**config.mk**
```make
export PLATFORM = sky130hd
export DESIGN_NAME = bridge_quiesce_ctrl
export DESIGN_NICKNAME = d
export VERILOG_FILES = /design/src/rtl/bq_pkg.sv /design/src/rtl/bq_handshake.sv /design/src/rtl/bq_sequencer.sv /design/src/rtl/bridge_quiesce_ctrl.sv
export SDC_FILE = /design/constraint.sdc
export NUM_CORES = 1
export LEC_CHECK = 0
export BUFFER_PORTS_ARGS = -buffer_cell sky130_fd_sc_hd__buf_2
export CAP_MARGIN = 30
export CORE_MARGIN = 4
export CORE_UTILIZATION = 35
export DETAILED_ROUTE_END_ITERATION = 8
export HOLD_SLACK_MARGIN = 0.02
export SETUP_SLACK_MARGIN = 0.2
export SYNTH_ARGS = -nofsm -noshare
export SYNTH_HDL_FRONTEND = slang
export SYNTH_HIERARCHICAL = 1
export SYNTH_SLANG_ARGS = --single-unit
```
**constraint.sdc**
```tcl
create_clock -name clk -period 3.7 [get_ports clk]
set_clock_uncertainty 0.2 [all_clocks]
set_input_delay 1.11 -clock clk [delete_from_list [all_inputs] [get_ports clk]]
set_output_delay 1.11 -clock clk [all_outputs]
set_load 0.03 [all_outputs]
```
**src/rtl/bq_pkg.sv**
```systemverilog
package bq_pkg;
  localparam int unsigned BR_MST = 0;
  localparam int unsigned BR_SLV = 1;
  localparam int unsigned N_BR   = 2;

  typedef enum logic [3:0] {
    ST_IDLE,
    ST_PRE,
    ST_PROP,
    ST_REL,
    ST_CLKON,
    ST_EN_M,
    ST_EN_S,
    ST_ROLL_M,
    ST_DIS_S,
    ST_DIS_M,
    ST_ROLL_S,
    ST_OFF_RST
  } seq_state_e;
endpackage

```
**src/rtl/bq_handshake.sv**
```systemverilog
module bq_handshake #(
  parameter int unsigned TMO_CYC = 50
) (
  input  logic clk,
  input  logic rst_n,
  input  logic go,
  input  logic want_stop,
  input  logic present,
  input  logic ack,
  output logic stop_req,
  output logic hs_done,
  output logic hs_fail
);
  localparam int unsigned CW = (TMO_CYC > 1) ? $clog2(TMO_CYC) : 1;
  localparam logic [CW-1:0] LAST = CW'(TMO_CYC - 1);

  logic          wait_q, wait_n;
  logic          stop_q, stop_n;
  logic [CW-1:0] cnt_q, cnt_n;
  logic          done_q, done_n;
  logic          fail_q, fail_n;

  always_comb begin
    wait_n = wait_q;
    stop_n = stop_q;
    cnt_n  = cnt_q;
    done_n = 1'b0;
    fail_n = 1'b0;
    if (go) begin
      stop_n = want_stop;
      cnt_n  = '0;
      if (present) wait_n = 1'b1;
      else         done_n = 1'b1;
    end else if (wait_q) begin
      if (ack == stop_q) begin
        wait_n = 1'b0;
        done_n = 1'b1;
      end else if (cnt_q == LAST) begin
        wait_n = 1'b0;
        done_n = 1'b1;
        fail_n = 1'b1;
      end else begin
        cnt_n = cnt_q + 1'b1;
      end
    end
  end

  always_ff @(posedge clk or negedge rst_n) begin
    if (!rst_n) begin
      wait_q <= 1'b0;
      stop_q <= 1'b1;
      cnt_q  <= '0;
      done_q <= 1'b0;
      fail_q <= 1'b0;
    end else begin
      wait_q <= wait_n;
      stop_q <= stop_n;
      cnt_q  <= cnt_n;
      done_q <= done_n;
      fail_q <= fail_n;
    end
  end

  assign stop_req = stop_q;
  assign hs_done  = done_q;
  assign hs_fail  = fail_q;
endmodule

```
**src/rtl/bq_sequencer.sv**
```systemverilog
module bq_sequencer
  import bq_pkg::*;
#(
  parameter int unsigned PROP_CYC = 32
) (
  input  logic            clk,
  input  logic            rst_n,
  input  logic            start_enable,
  input  logic            start_disable,
  input  logic            start_reset,
  input  logic [N_BR-1:0] hs_done,
  input  logic [N_BR-1:0] hs_fail,
  output logic [N_BR-1:0] hs_go,
  output logic [N_BR-1:0] hs_want,
  output logic            sub_clk_en,
  output logic            sub_rst_n,
  output logic            busy,
  output logic            done,
  output logic            error,
  output logic [N_BR-1:0] err_src
);
  localparam int unsigned PW = (PROP_CYC > 1) ? $clog2(PROP_CYC) : 1;
  localparam logic [PW-1:0] PLAST = PW'(PROP_CYC - 1);

  seq_state_e      st_q, st_n;
  logic            oprst_q, oprst_n;
  logic [PW-1:0]   prop_q, prop_n;
  logic            clk_q, clk_n;
  logic            rstn_q, rstn_n;
  logic [N_BR-1:0] src_q, src_n;
  logic            done_q, done_n;
  logic            erro_q, erro_n;
  logic [N_BR-1:0] srco_q, srco_n;
  logic            fin;

  always_comb begin
    st_n    = st_q;
    oprst_n = oprst_q;
    prop_n  = prop_q;
    clk_n   = clk_q;
    rstn_n  = rstn_q;
    src_n   = src_q;
    hs_go   = '0;
    hs_want = '0;
    fin     = 1'b0;
    unique case (st_q)
      ST_IDLE: begin
        if (start_reset || start_disable) begin
          oprst_n         = start_reset;
          src_n           = '0;
          hs_go[BR_SLV]   = 1'b1;
          hs_want[BR_SLV] = 1'b1;
          st_n            = ST_DIS_S;
        end else if (start_enable) begin
          oprst_n = 1'b0;
          src_n   = '0;
          clk_n   = 1'b0;
          rstn_n  = 1'b0;
          st_n    = ST_PRE;
        end
      end
      ST_PRE: begin
        clk_n  = 1'b1;
        prop_n = '0;
        st_n   = ST_PROP;
      end
      ST_PROP: begin
        if (prop_q == PLAST) begin
          clk_n = 1'b0;
          st_n  = ST_REL;
        end else begin
          prop_n = prop_q + 1'b1;
        end
      end
      ST_REL: begin
        rstn_n = 1'b1;
        st_n   = ST_CLKON;
      end
      ST_CLKON: begin
        clk_n         = 1'b1;
        hs_go[BR_MST] = 1'b1;
        st_n          = ST_EN_M;
      end
      ST_EN_M: begin
        if (hs_done[BR_MST]) begin
          if (hs_fail[BR_MST]) begin
            src_n[BR_MST] = 1'b1;
            clk_n         = 1'b0;
            st_n          = ST_OFF_RST;
          end else begin
            hs_go[BR_SLV] = 1'b1;
            st_n          = ST_EN_S;
          end
        end
      end
      ST_EN_S: begin
        if (hs_done[BR_SLV]) begin
          if (hs_fail[BR_SLV]) begin
            src_n[BR_SLV]   = 1'b1;
            hs_go[BR_MST]   = 1'b1;
            hs_want[BR_MST] = 1'b1;
            st_n            = ST_ROLL_M;
          end else begin
            fin = 1'b1;
          end
        end
      end
      ST_ROLL_M: begin
        if (hs_done[BR_MST]) begin
          clk_n = 1'b0;
          st_n  = ST_OFF_RST;
        end
      end
      ST_DIS_S: begin
        if (hs_done[BR_SLV]) begin
          if (hs_fail[BR_SLV]) begin
            src_n[BR_SLV] = 1'b1;
            fin           = 1'b1;
          end else begin
            hs_go[BR_MST]   = 1'b1;
            hs_want[BR_MST] = 1'b1;
            st_n            = ST_DIS_M;
          end
        end
      end
      ST_DIS_M: begin
        if (hs_done[BR_MST]) begin
          if (hs_fail[BR_MST]) begin
            src_n[BR_MST] = 1'b1;
            hs_go[BR_SLV] = 1'b1;
            st_n          = ST_ROLL_S;
          end else begin
            clk_n = 1'b0;
            st_n  = ST_OFF_RST;
          end
        end
      end
      ST_ROLL_S: begin
        if (hs_done[BR_SLV]) fin = 1'b1;
      end
      ST_OFF_RST: begin
        rstn_n = 1'b0;
        if (oprst_q && (src_q == '0)) begin
          oprst_n = 1'b0;
          st_n    = ST_PRE;
        end else begin
          fin = 1'b1;
        end
      end
      default: st_n = ST_IDLE;
    endcase
    if (fin) st_n = ST_IDLE;
    done_n = fin;
    erro_n = fin && (src_n != '0);
    srco_n = fin ? src_n : '0;
  end

  always_ff @(posedge clk or negedge rst_n) begin
    if (!rst_n) begin
      st_q    <= ST_IDLE;
      oprst_q <= 1'b0;
      prop_q  <= '0;
      clk_q   <= 1'b0;
      rstn_q  <= 1'b0;
      src_q   <= '0;
      done_q  <= 1'b0;
      erro_q  <= 1'b0;
      srco_q  <= '0;
    end else begin
      st_q    <= st_n;
      oprst_q <= oprst_n;
      prop_q  <= prop_n;
      clk_q   <= clk_n;
      rstn_q  <= rstn_n;
      src_q   <= src_n;
      done_q  <= done_n;
      erro_q  <= erro_n;
      srco_q  <= srco_n;
    end
  end

  assign sub_clk_en = clk_q;
  assign sub_rst_n  = rstn_q;
  assign busy       = (st_q != ST_IDLE);
  assign done       = done_q;
  assign error      = erro_q;
  assign err_src    = srco_q;
endmodule

```
**src/rtl/bridge_quiesce_ctrl.sv**
```systemverilog
module bridge_quiesce_ctrl
  import bq_pkg::*;
#(
  parameter int unsigned PROP_CYC = 32,
  parameter int unsigned TMO_CYC  = 50
) (
  input  logic       clk,
  input  logic       rst_n,
  input  logic       start_enable,
  input  logic       start_disable,
  input  logic       start_reset,
  input  logic       mst_present,
  input  logic       slv_present,
  input  logic       mst_ack,
  input  logic       slv_ack,
  output logic       mst_stop_req,
  output logic       slv_stop_req,
  output logic       sub_clk_en,
  output logic       sub_rst_n,
  output logic       busy,
  output logic       done,
  output logic       error,
  output logic [1:0] err_src
);
  logic [N_BR-1:0] go, want, hdone, hfail, pres, ackv, stopv;

  assign pres[BR_MST] = mst_present;
  assign pres[BR_SLV] = slv_present;
  assign ackv[BR_MST] = mst_ack;
  assign ackv[BR_SLV] = slv_ack;

  for (genvar b = 0; b < N_BR; b++) begin : g_br
    bq_handshake #(.TMO_CYC(TMO_CYC)) u_hs (
      .clk      (clk),
      .rst_n    (rst_n),
      .go       (go[b]),
      .want_stop(want[b]),
      .present  (pres[b]),
      .ack      (ackv[b]),
      .stop_req (stopv[b]),
      .hs_done  (hdone[b]),
      .hs_fail  (hfail[b])
    );
  end

  bq_sequencer #(.PROP_CYC(PROP_CYC)) u_seq (
    .clk          (clk),
    .rst_n        (rst_n),
    .start_enable (start_enable),
    .start_disable(start_disable),
    .start_reset  (start_reset),
    .hs_done      (hdone),
    .hs_fail      (hfail),
    .hs_go        (go),
    .hs_want      (want),
    .sub_clk_en   (sub_clk_en),
    .sub_rst_n    (sub_rst_n),
    .busy         (busy),
    .done         (done),
    .error        (error),
    .err_src      (err_src)
  );

  assign mst_stop_req = stopv[BR_MST];
  assign slv_stop_req = stopv[BR_SLV];
endmodule

```
# == Yosys cells after proc, flatten, opt, wreduce, memory -nomap -nowiden ==
# Index checks and enable logic that the tools add are counted.
# word_totals
ff_bits,38
latch_bits,0
mem_bits_rw,0
mem_bits_ro,0
in_bits,9
output_inout_bits,9
elab_cells,178
memories,0
# classes
addsub,3
mul,0
n_div,0
order_cmp,0
n_eq_ne,44
shifts,0
muxes,89
bitwise_logic,0
reduce_logical,23
# ops
cell,n
2-to-1 mux 1 bit,53
2-to-1 mux 4 bit,13
2-to-1 mux 6 bit,8
one-hot mux 4 bit (12 select lines),1
inequality test 3 x 2 -> 1 bit (second input constant),8
inequality test 2 bit (second input constant),10
== test 4 x 3 -> 1 bit (second input constant),4
== test 4 bit (second input constant),4
inequality test 2 x 1 -> 1 bit (second input constant),7
adder 6 x 1 -> 6 bit (second input constant),2
== test 6 bit (second input constant),2
AND reduction 3 bit,4
AND reduction 11 bit,1
one-hot mux 5 bit (2 select lines),1
nonzero test 2 bit,5
one-hot mux 1 bit (3 select lines),3
AND reduction 9 bit,1
== test 4 x 2 -> 1 bit (second input constant),2
one-hot mux 1 bit (2 select lines),4
2-to-1 mux 2 bit,3
inequality test 3 x 1 -> 1 bit (second input constant),2
one-hot mux 1 bit (6 select lines),1
nonzero test 6 bit,1
OR reduction 2 bit,3
14 further kinds,16

# == Logic depth before layout (Yosys ltp) ==
# Gate-level depths: netlist of run 1.
# logic_depth
depth_word,6
depth_mapped,8
ltp_nobuf,8

# == Cells and area by module ==
# Netlist of run 1, hierarchy kept.
# modules_own_cells
module,n_inst,cells_per_inst,area_per_inst_um2,seq_area_each_um2
bq_sequencer,1,157,1381.3,450.4
bq_handshake,2,49,529.3,251.5

# == Worst setup path after synthesis of run 1 ==
# OpenSTA, ideal clock, no wires.
# synth_timing
kind,input to register
start,input port start_disable
end,register g_br[1].u_hs.cnt_q[2]
setup_ns,0.128
arrival_time_ns,2.079
required_time_ns,3.372
path_slack_ns,1.294
path_stages,6
n_path_buf,1
cell_sequence,nor2_1 nor2_1 a21o_1 clkbuf_1 nor2_1 mux2_1
# synth_via
elab_chain_cells,5
elab_cells_between_ends,8
classes_between,2 x eq/ne; 3 x mux; 3 x reduce/logical
# synth_lines
item,line_no,rtl
from (decl),bridge_quiesce_ctrl.sv:10,"input logic start_disable,"
logical OR 1 bit (*),bq_sequencer.sv:48,if (start_reset || start_disable) begin
2-to-1 mux 1 bit (*),bq_sequencer.sv:48,
one-hot mux 1 bit (3 select lines) (*),bq_sequencer.sv:46,unique case (st_q)
named net go[1],bridge_quiesce_ctrl.sv:25,"logic [N_BR-1:0] go, want, hdone, hfail, pres, ackv, stopv;"
inequality test 2 x 1 -> 1 bit (no source line) / nonzero test 2 bit (equally long branches),-,
AND reduction 3 bit (no source line),-,
to (signal assigned),bq_handshake.sv:58,cnt_q <= cnt_n;
to (decl),bq_handshake.sv:19,"logic [CW-1:0] cnt_q, cnt_n;"
# Mark *: on every way through the listed nets, which the timed path passes. The rest lies on a longest branch.
# A chain may end at the register's enable or synchronous reset.

# == Final worst setup path of run 1 ==
# layout_timing
start,register u_seq.st_q[2]
end,output port busy
# layout_via
elab_chain_cells,1
# layout_lines
item,line_no,rtl
from (decl),bq_sequencer.sv:25,"seq_state_e st_q, st_n;"
from (signal assigned),bq_sequencer.sv:170,st_q <= st_n;
nonzero test 4 bit,bq_sequencer.sv:184,assign busy = (st_q != ST_IDLE);
to (decl),bridge_quiesce_ctrl.sv:20,"output logic busy,"
# No other way between the ends.

==> metrics.yaml, run 1 <==
outcome: "completed"
firstDrtPassIters: 4
worst_skew_pair.late_latency_ns: 0.29
use_met1_pct: 16.9
design.core.area_mm2: 0.00679
fin_crit_ns: 2.93
drt_drc_violations_left: 0
max-clock-path-buffers: 2
setup-violations-final: 0
grt_use_met3_pct: 3.15
final_hold_slack_ns: 0.296
first_global_vias: 1899
layout.filler_cells: 672
layout.cells.most_common: "dfrtp_1"
yosysWarnings: 6
drt_iter0_markers: 91
ys_seq_area_share_pct: 39.1
globalplace.congestion: 0.811
cts-buffers-inserted: 5
cts_htree_levels: 2
avgSynthCellArea_um2: 9.57
grt_pass1_wl_um: 9070
seqCellArea_um2: 953
setup.worst_path.end_class: "primary output"
syn2layout_area_growth_pct: 11.1
tightestPinTransition_ns: 0.882
post_cts_hold_buffer_count: 0
detail_route.vias_per_cell: 5.33
grt_use_total_pct: 13.2
antennaDiodeCount: 0
cp_data_required_time_ns: 2.39
placementRows: 30
post_synth_inst_count: 255
drive_above_1_share_pct: 19.2
maximum_number_of_pins_on_one_net_before_global_route_repair: 39
critical_path.max_fanout: 13
initial_utilization_pct: 35.9
final_cell_mix: "36 x dfrtp_1, 29 x nor2_1, 17 x nand2_1, 17 x buf_2"
min-delay-path-class: "flip-flop to flip-flop"
die_height_um: 91.5
cts-root-buf: "clkbuf_8"
busiest_layer: "met2"
postSynthNetCount: 271
final_antenna_net_count: 0
synth_area_mm2: 0.00244
worstSetupPathType: "flip-flop to primary output"
timing.final.hold_violations: 0
die_area_mm2: 0.00837
crit_path_start_kind: "flip-flop"
grtUsageMet2_pct: 21.6
placement.io_buffers: 17
number_of_enable_flip_flop_cells_after_synthesis: 0
synth_largest_type_area_fraction_pct: 36.9
achievable-frequency_ghz: 0.342
clock_sinks: 38
dr_total_vias: 1956
yosys_register_bits: 38
clk_pin_slew_worst_paths_ns: 0.07
route.detailed.wl_per_inst_um: 14.2
multi_input_area_mm2: 0.00137
power-per-cell-area_mw_per_mm2: 783
cp_data_arrival_time_ns: 1.62
grt_setup_unrepaired: "false"
final.setup.tns_ns: 0
die-width_um: 91.5
cts_tree: "done"
total_length_of_routed_wires_um: 5220
synth_async_sr_flop_share_pct: 100
ys_top_cells_by_area: "dfrtp_1 37%, mux2_1 4.6%, nor2_1 4.5%"
period_share_pct: 79.1
num_io_pins: 18
fin_nets: 287
yosysUniqueCellTypes: 64
cts_setup_buffers: 0
max_cap_violations: 0
place_hpwl_um: 3700
synth_area_leader_cell: "dfrtp_1"
power.leakage_nw: 1.20
remaining_overflow_grt: 0
synth-main-ff-cell: "dfrtp_1"
postCtsResizedCells: 0
slew_violations: 0
ir_drop_mv: 0.272
grt_antenna_before_repair: 0
slew-limit-headroom_pct: 41.2
registers in the layout, summed over array words and instances (netlist names):
| signal | flops |
|---|---|
| g_br.u_hs/cnt_q | 12 |
| g_br.u_hs/hs_done | 2 |
| g_br.u_hs/hs_fail | 2 |
| g_br.u_hs/stop_req | 2 |
| g_br.u_hs/wait_q | 2 |
| u_seq/done | 1 |
| u_seq/err_src | 2 |
| u_seq/error | 1 |
| u_seq/oprst_q | 1 |
| u_seq/prop_q | 5 |
| u_seq/src_q | 2 |
| u_seq/st_q | 4 |
| u_seq/sub_clk_en | 1 |
| u_seq/sub_rst_n | 1 |
metal layers:
layer  vias up  routed length (um)
met5         -                   0
met4         0                 108
met3        12                 206
met2        38                2490
met1       945                2420
li1        961                   -
path summary, 6_finish.rpt:
kind,to,slack [ns],depth (start not counted),start
max in group asynchronous,g_br[1].u_hs/hs_done,2.01,1,rst_n
min in group asynchronous,u_seq/prop_q[0],0.73,1,rst_n
hold / removal,u_seq/sub_rst_n,0.30,1,u_seq/sub_rst_n
setup / recovery,busy,0.77,4,u_seq/st_q[2]
setup reg to reg,g_br[1].u_hs/cnt_q[0],1.11,6,u_seq/st_q[1]
hold reg to reg,u_seq/sub_rst_n,0.30,1,u_seq/sub_rst_n
power by group:
group	leakage (nW)	internal [mW]	total [mW]	switching [mW]
Sequential	0.507	0.530	0.683	0.153
Clock	0.0573	0.216	0.363	0.147
Combinational	0.636	0.433	1.08	0.644
Total	1.20	1.18	2.12	0.944
per-stage QoR:
stage / cell area, um2 / util (%) / std cells / worst slack, ns / power, mW
3_3_place_gp: 2600 / 38.2 / 360 / 1.09 / 1.75
3_5_place_dp: 2600 / 38.2 / 360 / 1.10 / 1.76
4_1_cts: 2710 / 39.9 / 367 / 0.784 / 2.14
6_report: 2710 / 39.9 / 367 / 0.774 / 2.12
5_1_grt: 2710 / 39.9 / 367 / 0.712 / 2.29
2_1_floorplan: 2440 / - / 255 / 1.29 / 1.49
cell type report:
class	count	share of cell area (%)
Multi-Input combinational cell	194	50.5
Timing Repair Buffer	21	4.25
Clock buffer	6	3.05
Tap cell	96	4.43
Sequential cell	38	35.2
Inverter	11	1.52
Clock inverter	1	1.11
Yosys cell counts, types with 2 or more instances:
master and instances:
a211oi_1 5, a211oi_2 4, a21oi_1 16, a22oi_1 2, a31oi_1 3, a41oi_1 2, and3_1 3, and4bb_1 2
buf_2 2, buf_4 4, buf_6 2, clkbuf_1 4, dfrtp_1 36, dfstp_2 2, ha_1 7, inv_1 7
inv_2 4, mux2_1 10, mux2i_1 4, nand2_1 17, nand2b_1 7, nand3_1 2, nand4_1 2, nor2_1 29
nor2b_1 7, nor3_1 5, nor4_1 6, o21a_1 2, o21ai_0 16, o22a_1 3, o31ai_1 4, or3_1 2
or4_1 2, xnor2_2 2
cell families after synthesis:
| logic type | synth area share, % |
|---|---|
| AND/OR/NAND/NOR | 22.3 |
| AO/OA/AOI/OAI | 22.0 |
| flip-flops | 39.1 |
| buffers and inverters | 4.87 |
| multiplexers | 6.87 |
| adder cells (fa/ha/maj) | 3.59 |
| XOR/XNOR | 1.33 |
critical path: stages, from the launching register on:
cell     delay [ns]
dfrtp_1        0.51
or2_4          0.34
nor3_4         0.19
inv_2          0.10
buf_2          0.19
Note: power is estimated with default switching activity, not from simulation.
==> run 2: changes to the inputs <==
--- a/config.mk
+++ b/config.mk
@@ -5,6 +5,7 @@
 export SDC_FILE = /design/constraint.sdc
 export NUM_CORES = 1
 export LEC_CHECK = 0
+export ABC_AREA = 1
 export BUFFER_PORTS_ARGS = -buffer_cell sky130_fd_sc_hd__buf_2
 export CAP_MARGIN = 30
 export CORE_MARGIN = 4
==> constraint.sdc (replaced) <==
create_clock -name clk -period 2.4 [get_ports clk]
set_clock_uncertainty 0.2 [all_clocks]
set_input_delay 0.72 -clock clk [delete_from_list [all_inputs] [get_ports clk]]
set_output_delay 0.72 -clock clk [all_outputs]
set_load 0.03 [all_outputs]
==> run 2 against run 1 <==
  * Critical path type unchanged
  * Worst setup slack lost 0.51 ns
  * Final area rose by 3.8%
  * Global-route usage down 0.090 points
  * Combinational power grew 25%
==> metrics.yaml, run 2 <==
detailroute.wirelength.met3_um: 192
grt_use_total_pct: 13.1
outcome: "completed"
setup-violations-final: 0
die_height_um: 91.6
die_area_mm2: 0.00839
detail_route.vias_per_cell: 4.54
switchingPower_mw: 1.31
grt_setup_unrepaired: "false"
drive_above_1_share_pct: 24.1
remaining_overflow_grt: 0
fin_crit_ns: 2.13
num_io_pins: 18
post_cts_hold_buffer_count: 0
met2RoutedLength_um: 2410
synth.cells.most_frequent: "107 x nand2_1, 39 x inv_1, 36 x dfrtp_1"
combPwrFrac_pct: 46.9
synth_area_mm2: 0.00245
synth_area_leader_cell: "dfrtp_1"
cts-root-buf: "clkbuf_8"
largest_register_ffs: 12
final_cell_mix: "107 x nand2_1, 39 x inv_1, 32 x nand3_1, 32 x dfrtp_1, 31 x nor2_1"
max_cap_violations: 0
yosysWarnings: 6
final_antenna_net_count: 0
fin_nets: 385
layout.cells.most_common: "nand2_1"
timing.final.hold_violations: 0
pwr-share-seq_pct: 34.3
drt-met1-wl_um: 2500
period_share_pct: 88.9
postSynthNetCount: 356
cts-buffers-inserted: 5
cts_htree_levels: 2
critical_path.max_fanout: 7
ys_top_cells_by_area: "dfrtp_1 37%, nand2_1 16%, nand3_1 6.5%"
clk_pin_slew_worst_paths_ns: 0.08
antennaDiodeCount: 0
avgSynthCellArea_um2: 7.20
yosys_register_bits: 38
totalPowerFinal_mw: 2.88
cp_data_arrival_time_ns: 1.21
final.setup.tns_ns: 0
cts_tree: "done"
final_core_utilization_pct: 41.4
placement.io_buffers: 17
ff2ff_setup_slack_ns: 0.36
grt_pass1_wl_um: 9150
worstSetupPathType: "flip-flop to primary output"
maximum_number_of_pins_on_one_net_before_global_route_repair: 18
total_length_of_routed_wires_um: 5110
drt_iter0_markers: 91
yosysUniqueCellTypes: 25
placementRows: 30
tightestPinTransition_ns: 0.393
drt_drc_violations_left: 0
cp_data_required_time_ns: 1.48
design.core.area_mm2: 0.00679
ir_drop_mv: 0.352
place_hpwl_um: 4100
globalplace.congestion: 0.914
max-clock-path-buffers: 2
slew_violations: 0
synth-main-ff-cell: "dfrtp_1"
highest_routed_layer: "met4"
dr_total_vias: 2116
p_int_mw: 1.58
switching_share_pct: 45.3
first_global_vias: 2062
die-width_um: 91.6
power-per-cell-area_mw_per_mm2: 1020
min-delay-path-class: "primary input to asynchronous set/reset pin"
setup.worst_path.end_class: "primary output"
post_synth_inst_count: 340
power.leakage_nw: 1.54
firstDrtPassIters: 4
worst_skew_pair.late_latency_ns: 0.29
layout_top_registers: "g_br.u_hs/cnt_q x12, u_seq/prop_q x5, u_seq/st_q x4"
synth_async_sr_flop_share_pct: 100
clock_sinks: 38
power.share.clock_pct: 18.8
route.detailed.wl_per_inst_um: 11.0
initial_utilization_pct: 36.0
synth_largest_type_area_fraction_pct: 36.8
syn2layout_area_growth_pct: 15.0
achievable-frequency_ghz: 0.469
synth_most_common_cell: "nand2_1"
number_of_enable_flip_flop_cells_after_synthesis: 0
regMostFlops: "g_br.u_hs/cnt_q"
ys_seq_area_share_pct: 39.0
grt_antenna_before_repair: 0
slew-limit-headroom_pct: 73.8
crit_path_start_kind: "flip-flop"
-- run 2: logic make-up after synthesis --
group                    share of synthesized area [%]
AND/OR/NAND/NOR                                   44.6
buffers and inverters                             7.41
flip-flops                                        39.0
AO/OA/AOI/OAI                                     4.75
adder cells (fa/ha/maj)                           3.58
XOR/XNOR                                         0.716
-- run 2: through the flow --
step | std cells | worst slack (ns) | instance area, um2 | hold slack, ns
after CTS | 466 | 0.222 | 2800 | 0.150
after global placement | 456 | 0.293 | 2680 | 0.262
final | 466 | 0.267 | 2810 | 0.145
after floorplan | 340 | 0.471 | 2450 | 0.224
after detailed placement | 456 | 0.262 | 2680 | 0.275
after global routing | 466 | 0.204 | 2810 | 0.156
-- run 2: final cells by class --
class / count / area (um2)
Sequential cell: 38 / 958
Clock inverter: 3 / 40.0
Clock buffer: 5 / 68.8
Timing Repair Buffer: 23 / 133
Inverter: 47 / 176
Tap cell: 96 / 120
Multi-Input combinational cell: 254 / 1320
Fill cell: 733 / 3980
-- run 2: worst max-delay path, stage by stage (launching register included) --
cell     delay, ns
dfrtp_2       0.49
nor2_4        0.17
nand2_4       0.09
buf_4         0.18
-- run 2: layer usage --
layer,GRT usage (%),vias to the layer above
li1,-,1124
met1,17.1,955
met2,21.9,35
met3,3.20,2
met4,3.02,0
met5,0,-
-- run 2: timing repair --
item / in CTS / in global routing
endpoints found under the setup margin: 1 / 8
buffers inserted: 2 / 0
resized for setup: 1 / 7
pin swaps: 2 / 1
-- run 2: power by group through the flow --
stage / registers [mW] / logic, mW / clock network [mW]
global placement: 0.991 / 1.31 / 0
detailed placement: 0.993 / 1.32 / 0
CTS: 0.986 / 1.35 / 0.562
floorplan: 0.989 / 0.995 / 0
finish: 0.990 / 1.35 / 0.541
global route: 1.02 / 1.55 / 0.595
-- run 2: final timing paths --
kind                                       from                    end  cells past startpoint
worst max-delay path              u_seq/st_q[2]                   busy                      3
worst min-delay path                      rst_n        u_seq/prop_q[2]                      1
worst max register to register    u_seq/st_q[2]  g_br[1].u_hs/cnt_q[4]                     11
worst min register to register  u_seq/sub_rst_n        u_seq/sub_rst_n                      2
max in group asynchronous                 rst_n  g_br[0].u_hs/stop_req                      2
min in group clk                u_seq/sub_rst_n        u_seq/sub_rst_n                      2
==> run 3: changes to the inputs <==
--- a/config.mk
+++ b/config.mk
@@ -5,7 +5,7 @@
 export SDC_FILE = /design/constraint.sdc
 export NUM_CORES = 1
 export LEC_CHECK = 0
-export ABC_AREA = 1
+export ABC_AREA = 0
 export BUFFER_PORTS_ARGS = -buffer_cell sky130_fd_sc_hd__buf_2
 export CAP_MARGIN = 30
 export CORE_MARGIN = 4
==> run 3 against run 2 <==
  * Wire length is 5.9% higher
  * Die area decreased by 0.28%
  * Sequential power shrank 4.7%
  * Via count fell by 6.0%
  * Final area rose by 3.4%
  * Critical path depth grew 1
  * Largest cell class unchanged
  * Highest routed layer unchanged
==> metrics.yaml, run 3 (same netlist as run 1, synthesis figures left out) <==
outcome: "completed"
final_antenna_net_count: 0
max-clock-path-buffers: 2
worst_skew_pair.late_latency_ns: 0.29
clk_pin_slew_worst_paths_ns: 0.08
firstDrtPassIters: 5
achievable-frequency_ghz: 0.447
placement.io_buffers: 17
layout.filler_cells: 681
final_hold_slack_ns: 0.195
drive_above_1_share_pct: 26.5
cts_tree: "done"
syn2layout_area_growth_pct: 19.2
drt_iter0_markers: 161
cp_data_required_time_ns: 1.48
final_cell_mix: "36 x dfrtp_1, 28 x nor2_1, 17 x nand2_1"
crit_path_start_kind: "flip-flop"
antennaDiodeCount: 0
seqCellArea_um2: 953
final_core_utilization_pct: 42.8
post_cts_hold_buffer_count: 0
globalplace.congestion: 0.883
slew_violations: 0
fin_crit_ns: 2.24
largest_register_ffs: 12
grt_pass1_wl_um: 8830
cts-buffers-inserted: 5
power.leakage_nw: 1.27
power-per-cell-area_mw_per_mm2: 1160
crit_chain: "or2_4, nor3_4, inv_2, buf_6"
final.setup.tns_ns: 0
first_global_vias: 1883
grt_setup_unrepaired: "true"
cts-root-buf: "clkbuf_8"
maximum_number_of_pins_on_one_net_before_global_route_repair: 28
setup-violations-final: 0
max_cap_violations: 0
design.core.area_mm2: 0.00679
placementRows: 30
wp_buf_inv: 2
timing.final.hold_violations: 0
die_height_um: 91.5
ff2ff_setup_slack_ns: 0.27
total_length_of_routed_wires_um: 5410
totalPowerFinal_mw: 3.36
cp_data_arrival_time_ns: 1.32
initial_utilization_pct: 35.9
grt_use_total_pct: 13.0
fin_nets: 302
regMostFlops: "g_br.u_hs/cnt_q"
worstSetupPathType: "flip-flop to primary output"
cpLargestDelayFamily: "simple AND/OR/NAND/NOR gates"
cts_htree_levels: 2
critPathMaxStageDelay_ns: 0.40
place_hpwl_um: 3870
dr_total_vias: 1990
die_area_mm2: 0.00837
ir_drop_mv: 0.662
drt_drc_violations_left: 0
critical_path.slowest_cell: "dfrtp_1"
remaining_overflow_grt: 0
num_io_pins: 18
layout_top_registers: "g_br.u_hs/cnt_q x12, u_seq/prop_q x5, u_seq/st_q x4"
grt_antenna_before_repair: 0
tightestPinTransition_ns: 0.501
min-delay-path-class: "primary input to asynchronous set/reset pin"
multi_input_area_mm2: 0.00143
route.detailed.wl_per_inst_um: 14.1
period_share_pct: 93.2
layout.cells.most_common: "dfrtp_1"
slew-limit-headroom_pct: 66.6
detail_route.vias_per_cell: 5.20
clock_sinks: 38
critical_path.max_fanout: 3
setup.worst_path.end_class: "primary output"
die-width_um: 91.5
==> run 3: cell types whose count changed in the layout (fill, tap and decap cells not counted), sizes merged, moves of 4 or more <==
cell,before,now
o31ai,0,4
buf,23,36
nor2,53,30
nand2,120,18
a211oi,1,9
inv,47,11
nand3,39,2
nand2b,0,7
mux2,0,11
nor2b,0,9
nor4,0,6
mux2i,0,4
a21oi,5,17
==> run 3: layer usage <==
layer	GRT usage (%)	wire length (um)	up-vias	share of wire, %
met5	0	0	-	0
met4	4.65	73	0	1.3
met3	2.65	114	8	2.1
met2	21.4	2630	31	49
met1	16.9	2590	955	48
li1	-	-	996	-
==> run 3: metrics by stage <==
step                cell area [um2]  cells  setup WS [ns]
global route                   2910    383          0.110
CTS                            2820    378          0.164
detailed placement             2680    365          0.186
finish                         2910    383          0.164
floorplan                      2450    255          0.227
global placement               2680    365          0.247
==> run 3: repair_timing <==
action	4_1_cts	5_1_grt
resized for setup	4	8
endpoints found under the setup margin	6	15
pin swaps	1	2
setup buffers	5	5
endpoints found under the hold margin	0	0
==> run 3: final cells by class <==
cell class | count | area share, %
clock inverter | 2 | 0.430
multi-input combinational | 194 | 49.1
sequential | 38 | 32.8
timing repair buffer | 36 | 9.33
tap | 96 | 4.13
clock buffer | 6 | 2.84
inverter | 11 | 1.42
==> run 3: final timing paths <==
check                           startpoint               endpoint  cells after the start
max                          u_seq/st_q[3]                   busy                      4
max reg2reg                u_seq/prop_q[1]          u_seq/st_q[1]                      8
min                                  rst_n          u_seq/st_q[3]                      1
max in group asynchronous            rst_n  g_br[1].u_hs/stop_req                      2
min in group clk           u_seq/sub_rst_n        u_seq/sub_rst_n                      1
min reg2reg                u_seq/sub_rst_n        u_seq/sub_rst_n                      1
==> run 3: report_power, final <==
part           internal (mW)  leakage [nW]  total [mW]  switching, mW
sequential             0.801         0.507       0.943          0.142
clock                  0.231        0.0472       0.465          0.234
combinational          0.856         0.719        1.95           1.10
total                   1.89          1.27        3.36           1.47
